<file path="src/rtl/ssrx_pkg.sv">
package ssrx_pkg;
    typedef enum logic [1:0] {
        RX_OFF   = 2'd0,
        RX_SHIFT = 2'd1,
        RX_STALL = 2'd2
    } rx_state_t;

    localparam int unsigned ST_FULL_BIT = 0;
    localparam int unsigned ST_OVR_BIT  = 1;
    localparam int unsigned ST_W        = 2;
endpackage

</file>
<file path="src/rtl/ssrx_sync.sv">
module ssrx_sync #(
    parameter int unsigned WIDTH  = 2,
    parameter int unsigned STAGES = 2
) (
    input  logic             clk,
    input  logic             rst_n,
    input  logic [WIDTH-1:0] d_in,
    output logic [WIDTH-1:0] d_out
);
    logic [WIDTH-1:0] chain [STAGES];

    generate
        for (genvar s = 0; s < STAGES; s++) begin : g_stage
            always_ff @(posedge clk or negedge rst_n) begin
                if (!rst_n) begin
                    chain[s] <= '0;
                end else if (s == 0) begin
                    chain[s] <= d_in;
                end else begin
                    chain[s] <= chain[(s == 0) ? 0 : s-1];
                end
            end
        end
    endgenerate

    assign d_out = chain[STAGES-1];
endmodule

</file>
<file path="src/rtl/ssrx_shifter.sv">
module ssrx_shifter #(
    parameter int unsigned FRAME_W = 8
) (
    input  logic               clk,
    input  logic               rst_n,
    input  logic               clear,
    input  logic               step,
    input  logic               bit_in,
    output logic               done,
    output logic [FRAME_W-1:0] frame
);
    localparam int unsigned CNT_W = (FRAME_W > 1) ? $clog2(FRAME_W) : 1;
    localparam logic [CNT_W-1:0] LAST = CNT_W'(FRAME_W - 1);

    logic [FRAME_W-1:0] shreg;
    logic [CNT_W-1:0]   cnt;

    always_ff @(posedge clk or negedge rst_n) begin
        if (!rst_n) begin
            shreg <= '0;
            cnt   <= '0;
        end else if (clear) begin
            shreg <= '0;
            cnt   <= '0;
        end else if (step) begin
            shreg <= {bit_in, shreg[FRAME_W-1:1]};
            cnt   <= (cnt == LAST) ? '0 : cnt + 1'b1;
        end
    end

    assign done  = step && !clear && (cnt == LAST);
    assign frame = {bit_in, shreg[FRAME_W-1:1]};
endmodule

</file>
<file path="src/rtl/ssrx_ctrl.sv">
module ssrx_ctrl
    import ssrx_pkg::*;
#(
    parameter int unsigned FRAME_W = 8
) (
    input  logic               clk,
    input  logic               rst_n,
    input  logic               rx_en,
    input  logic               frame_done,
    input  logic [FRAME_W-1:0] frame,
    input  logic               st_we,
    input  logic [ST_W-1:0]    st_wdata,
    output logic               shift_on,
    output logic [FRAME_W-1:0] data_q,
    output logic               full_q,
    output logic               ovr_q
);
    rx_state_t st, st_nx;
    logic accept, load, ovr_set, clr_full, clr_ovr;

    always_ff @(posedge clk or negedge rst_n) begin
        if (!rst_n) begin
            st <= RX_OFF;
        end else begin
            st <= st_nx;
        end
    end

    always_comb begin
        st_nx = st;
        unique case (st)
            RX_OFF: begin
                if (rx_en && !ovr_q) st_nx = RX_SHIFT;               // T_START
            end
            RX_SHIFT: begin
                if (frame_done && full_q) st_nx = RX_STALL;          // T_OVERRUN
                else if (!rx_en)          st_nx = RX_OFF;            // T_STOP
            end
            RX_STALL: begin
                if (!full_q && !ovr_q) st_nx = rx_en ? RX_SHIFT      // T_RESUME
                                                     : RX_OFF;       // T_PARK
            end
            default: st_nx = RX_OFF;
        endcase
    end

    always_comb begin
        shift_on = (st == RX_SHIFT) && rx_en;
        accept   = (st == RX_SHIFT) && frame_done;
        load     = accept && !full_q;
        ovr_set  = accept && full_q;
        clr_full = st_we && !st_wdata[ST_FULL_BIT];
        clr_ovr  = st_we && !st_wdata[ST_OVR_BIT];
    end

    always_ff @(posedge clk or negedge rst_n) begin
        if (!rst_n) begin
            data_q <= '0;
            full_q <= 1'b0;
            ovr_q  <= 1'b0;
        end else begin
            if (load) data_q <= frame;
            if (load)          full_q <= 1'b1;
            else if (clr_full) full_q <= 1'b0;
            if (ovr_set)       ovr_q  <= 1'b1;
            else if (clr_ovr)  ovr_q  <= 1'b0;
        end
    end
endmodule

</file>
<file path="src/rtl/sync_serial_rx.sv">
module sync_serial_rx
    import ssrx_pkg::*;
#(
    parameter int unsigned FRAME_W     = 8,
    parameter int unsigned SYNC_STAGES = 2
) (
    input  logic               clk,
    input  logic               rst_n,
    input  logic               sclk,
    input  logic               sdata,
    input  logic               rx_en,
    input  logic               rie,
    input  logic               st_we,
    input  logic [1:0]         st_wdata,
    output logic [FRAME_W-1:0] rx_data,
    output logic               rx_full,
    output logic               rx_ovr,
    output logic               irq_data,
    output logic               irq_err
);
    logic [1:0]         pins_s;
    logic               sclk_d;
    logic               rise;
    logic               shift_on;
    logic               frame_done;
    logic [FRAME_W-1:0] frame;

    ssrx_sync #(.WIDTH(2), .STAGES(SYNC_STAGES)) u_sync (
        .clk   (clk),
        .rst_n (rst_n),
        .d_in  ({sclk, sdata}),
        .d_out (pins_s)
    );

    always_ff @(posedge clk or negedge rst_n) begin
        if (!rst_n) sclk_d <= 1'b0;
        else        sclk_d <= pins_s[1];
    end

    assign rise = pins_s[1] && !sclk_d;

    ssrx_shifter #(.FRAME_W(FRAME_W)) u_shift (
        .clk    (clk),
        .rst_n  (rst_n),
        .clear  (!shift_on),
        .step   (rise),
        .bit_in (pins_s[0]),
        .done   (frame_done),
        .frame  (frame)
    );

    ssrx_ctrl #(.FRAME_W(FRAME_W)) u_ctrl (
        .clk        (clk),
        .rst_n      (rst_n),
        .rx_en      (rx_en),
        .frame_done (frame_done),
        .frame      (frame),
        .st_we      (st_we),
        .st_wdata   (st_wdata[ST_W-1:0]),
        .shift_on   (shift_on),
        .data_q     (rx_data),
        .full_q     (rx_full),
        .ovr_q      (rx_ovr)
    );

    assign irq_data = rx_full && rie;
    assign irq_err  = rx_ovr && rie;
endmodule

</file>
<file path="config.mk">
export PLATFORM = sky130hd
export DESIGN_NAME = sync_serial_rx
export DESIGN_NICKNAME = d
export VERILOG_FILES = /design/src/rtl/ssrx_pkg.sv /design/src/rtl/ssrx_sync.sv /design/src/rtl/ssrx_shifter.sv /design/src/rtl/ssrx_ctrl.sv /design/src/rtl/sync_serial_rx.sv
export SDC_FILE = /design/constraint.sdc
export NUM_CORES = 1
export LEC_CHECK = 0
export ABC_AREA = 1
export BUFFER_PORTS_ARGS = -buffer_cell sky130_fd_sc_hd__buf_2
export CORE_UTILIZATION = 50
export DETAILED_ROUTE_END_ITERATION = 6
export PLACE_DENSITY = 0.72
export RECOVER_POWER = 25
export SYNTH_ARGS = -nofsm -noshare
export SYNTH_HDL_FRONTEND = slang
export SYNTH_HIERARCHICAL = 1
export SYNTH_SLANG_ARGS = --single-unit
</file>
<file path="constraint.sdc">
create_clock -name clk -period 2.2 [get_ports clk]
set_clock_uncertainty 0.1 [all_clocks]
set_input_delay 0.33 -clock clk [delete_from_list [all_inputs] [get_ports clk]]
set_output_delay 0.33 -clock clk [all_outputs]
set_load 0.02 [all_outputs]
</file>
==> run_results.csv <==
group,metric,value,unit
sta,timing.final.crit_share,81.90,%
clocking,clkLatencyLatePin,0.31,ns
worst_setup_path,critPathRequiredTime,2.32,ns
global_routing,first_pass_grt_wire_length,3.243,mm
floorplan,num_rows,17,
detailed_routing,routed_length_per_placed_instance,10.04,µm
logic_synthesis,synthesis.instances,129,
global_routing,grt.met1_usage,22.99,%
final_layout,design_area,1354,µm²
detailed_routing,count_of_vias_placed_by_the_detailed_router,831,
clocking,clock_path_buffers,2,
floorplan,fp.coreArea,2233,µm²
worst_hold_path,hp-class,"in2reg",
status,status,"completed",
detailed_routing,detail_route.wirelength,1.818,mm
flow_run,drv_cap,0,
placement,dpl-instance-area,1297,µm²
global_routing,grt_overflow,0,
global_routing,grt_pass1_vias,754,
clocking,tritoncts.num_buffers,3,
sta,min_period,1.802,ns
clocking,cts.root.buffer_cell,"sky130_fd_sc_hd__clkbuf_4",
global_routing,use_met3,3.636,%
worst_setup_path,crit_type,"reg2reg",
power_and_ir_drop,peakVddDrop,0.4489,mV
placement,place.port_buffers,20,
sta,rsz_0062_raised_after_global_routing,"no",
clocking,htree_num_levels,1,
floorplan,die_h,50.76,µm
sta,worst_hold_slack,0.1567,ns
clocking,clkTransAtPathRegs,0.14,ns
placement,place_congestion,0.7900,
final_layout,layout.nets,165,
detailed_routing,detail_route.first_pass.iterations,4,
worst_setup_path,startpoint,"u_ctrl/st[1]",
worst_setup_path,timing.critical_path.arrival,1.92,ns
clocking,post_cts_resize_count,0,
floorplan,initial_core_util,53.22,%
global_routing,grt_start_max_net_pins,28,
final_layout,layout.cells.most_common,"sky130_fd_sc_hd__nand2_1",
detailed_routing,first_iter_violations,8,
logic_synthesis,mappedNetlistNets,140,
power_and_ir_drop,leakagePower,0.7636,nW
global_routing,total_global_routing_track_utilization,17.13,%
clocking,cts_hold_buf,2,
detailed_routing,drcViolationCount,0,
final_layout,layout_common_cells,"50 x sky130_fd_sc_hd__nand2_1, 27 x sky130_fd_sc_hd__dfrtp_1, 19 x sky130_fd_sc_hd__buf_2",
logic_synthesis,syn_area,1189,µm²
worst_setup_path,worst_setup_path_start_kind,"flip-flop",
global_routing,grt_antenna_before_repair,0,
placement,hpwl,1.330,mm
clocking,tritoncts_clock_tree,"yes",
logic_synthesis,share_of_synthesized_area_occupied_by_flip_flops_and_latches,56.84,%
worst_hold_path,hold_path.startpoint,"st_wdata[0]",
placement,detailedPlace.worstSlack,0.4116,ns
clocking,post-cts-setup-buffer-count,0,
worst_setup_path,path_max_fanout,17,
worst_setup_path,end_kind,"flip-flop",
sta,fin_tns_setup,0,ns
logic_synthesis,ys_types,17,
final_layout,post_route_cells_drive_above_1_share,26.14,%
sta,final.setup.worst_slack,0.3983,ns
detailed_routing,antenna_violating_nets_post_route,0,
global_routing,grt_busiest_layer,"met2",
floorplan,dieWidth,50.76,µm
logic_synthesis,yosys_register_bits,27,
global_routing,grt_use_met2,26.89,%
final_layout,syn_to_final_growth,13.89,%
floorplan,design.die.area,2576,µm²
floorplan,io_pins,21,
final_layout,insertedDiodeCount,0,
sta,relSlewSlack,7.816,%
detailed_routing,drt-vias-per-instance,4.591,
sta,setup_viol,0,
sta,drv_slew,0,
sta,fmax_achieved,0.5550,GHz
logic_synthesis,ys_warn_count,6,
sta,hold_violations,0,
power_and_ir_drop,power.density,638.4,nW/µm²
clocking,clock_sinks,27,
worst_setup_path,worstReg2RegStart,"u_ctrl/st[1]",
sta,worst_slew_pin_slew,1.383,ns
logic_synthesis,postSynthAreaPerCell,9.214,µm²
## metal layers
metal  vias to the layer above  wire length, µm  share of wire (%)
met3                         2               67                3.7
met2                        19              807                 44
met5                         -                0                  0
met1                       378              924                 51
met4                         0               17               0.94
li1                        432                -                  -
## power breakdown
part / internal [mW] / switching [mW] / total [mW]
Combinational: 0.0447 / 0.0814 / 0.126
Clock: 0.0679 / 0.138 / 0.206
Sequential: 0.514 / 0.0177 / 0.532
Total: 0.627 / 0.237 / 0.864
## registers in the layout, indices dropped and copies added (netlist names), 2 cells and up
register / cells
u_sync/d_out: 2
u_sync/chain: 2
u_shift/cnt: 3
u_ctrl/st: 2
u_shift/shreg: 7
u_ctrl/data_q: 8
## critical path: stages, from the launching register on
cell,delay (ns)
sky130_fd_sc_hd__dfrtp_1,0.44
sky130_fd_sc_hd__inv_1,0.10
sky130_fd_sc_hd__nand2_1,0.07
sky130_fd_sc_hd__nor2_1,0.09
sky130_fd_sc_hd__inv_1,0.11
sky130_fd_sc_hd__nor3b_1,0.22
sky130_fd_sc_hd__buf_4,0.16
sky130_fd_sc_hd__nand3_4,0.21
sky130_fd_sc_hd__nand2_1,0.15
sky130_fd_sc_hd__o21ai_2,0.06
## synthesized netlist by cell type
| cell type | count | share of area, % |
|---|---|---|
| sky130_fd_sc_hd__nor2_1 | 6 | 1.9 |
| sky130_fd_sc_hd__dfrtp_1 | 27 | 57 |
| sky130_fd_sc_hd__ha_1 | 2 | 2.1 |
| sky130_fd_sc_hd__nand2_2 | 1 | 0.53 |
| sky130_fd_sc_hd__o21ai_0 | 3 | 1.3 |
| sky130_fd_sc_hd__o21ai_2 | 8 | 5.9 |
| sky130_fd_sc_hd__nand3_4 | 1 | 1.5 |
| sky130_fd_sc_hd__nor2_4 | 3 | 2.8 |
| sky130_fd_sc_hd__nand3_1 | 1 | 0.42 |
| sky130_fd_sc_hd__inv_1 | 18 | 5.7 |
| sky130_fd_sc_hd__o21bai_1 | 1 | 0.63 |
| sky130_fd_sc_hd__inv_2 | 2 | 0.63 |
| sky130_fd_sc_hd__buf_6 | 1 | 0.95 |
| sky130_fd_sc_hd__nor3b_1 | 1 | 0.63 |
| sky130_fd_sc_hd__buf_4 | 3 | 1.9 |
| sky130_fd_sc_hd__nand2_1 | 50 | 16 |
| sky130_fd_sc_hd__nor2_2 | 1 | 0.53 |
## logic make-up (layout without fill, tap and decap cells)
group / Yosys count / count (layout) / synth area share (%)
flops: 27 / 27 / 56.84
fa+ha+maj: 2 / 2 / 2.105
compound gates: 12 / 12 / 7.790
simple gates: 64 / 64 / 24.11
buf+inv: 24 / 48 / 9.158
## path summary, 6_finish.rpt
path / endpoint / slack [ns] / cells after the start
setup / recovery: u_ctrl/data_q[0] / 0.40 / 9
hold / removal: u_ctrl/full_q / 0.16 / 3
setup reg to reg: u_ctrl/data_q[0] / 0.40 / 9
hold reg to reg: u_sync/d_out[1] / 0.27 / 0
max in group asynchronous: u_ctrl/st[1] / 0.45 / 2
min in group asynchronous: u_ctrl/data_q[1] / 0.74 / 2
## per-stage QoR
step	utilization, %	power (mW)	instances
3_3_place_gp	58.10	0.6585	174
5_1_grt	60.62	0.9147	181
4_1_cts	60.22	0.8752	180
6_report	60.62	0.8642	181
2_1_floorplan	-	0.6323	129
3_5_place_dp	58.10	0.6644	174
## final cells by class
type	count	area (µm²)
Clock buffer	3	22.52
Timing Repair Buffer	24	136.4
Fill cell	202	879.6
Inverter	20	75.07
Sequential cell	27	675.6
Multi-Input combinational cell	78	404.1
Clock inverter	1	5.005
Tap cell	28	35.03
(Power assumes the default switching activity.)
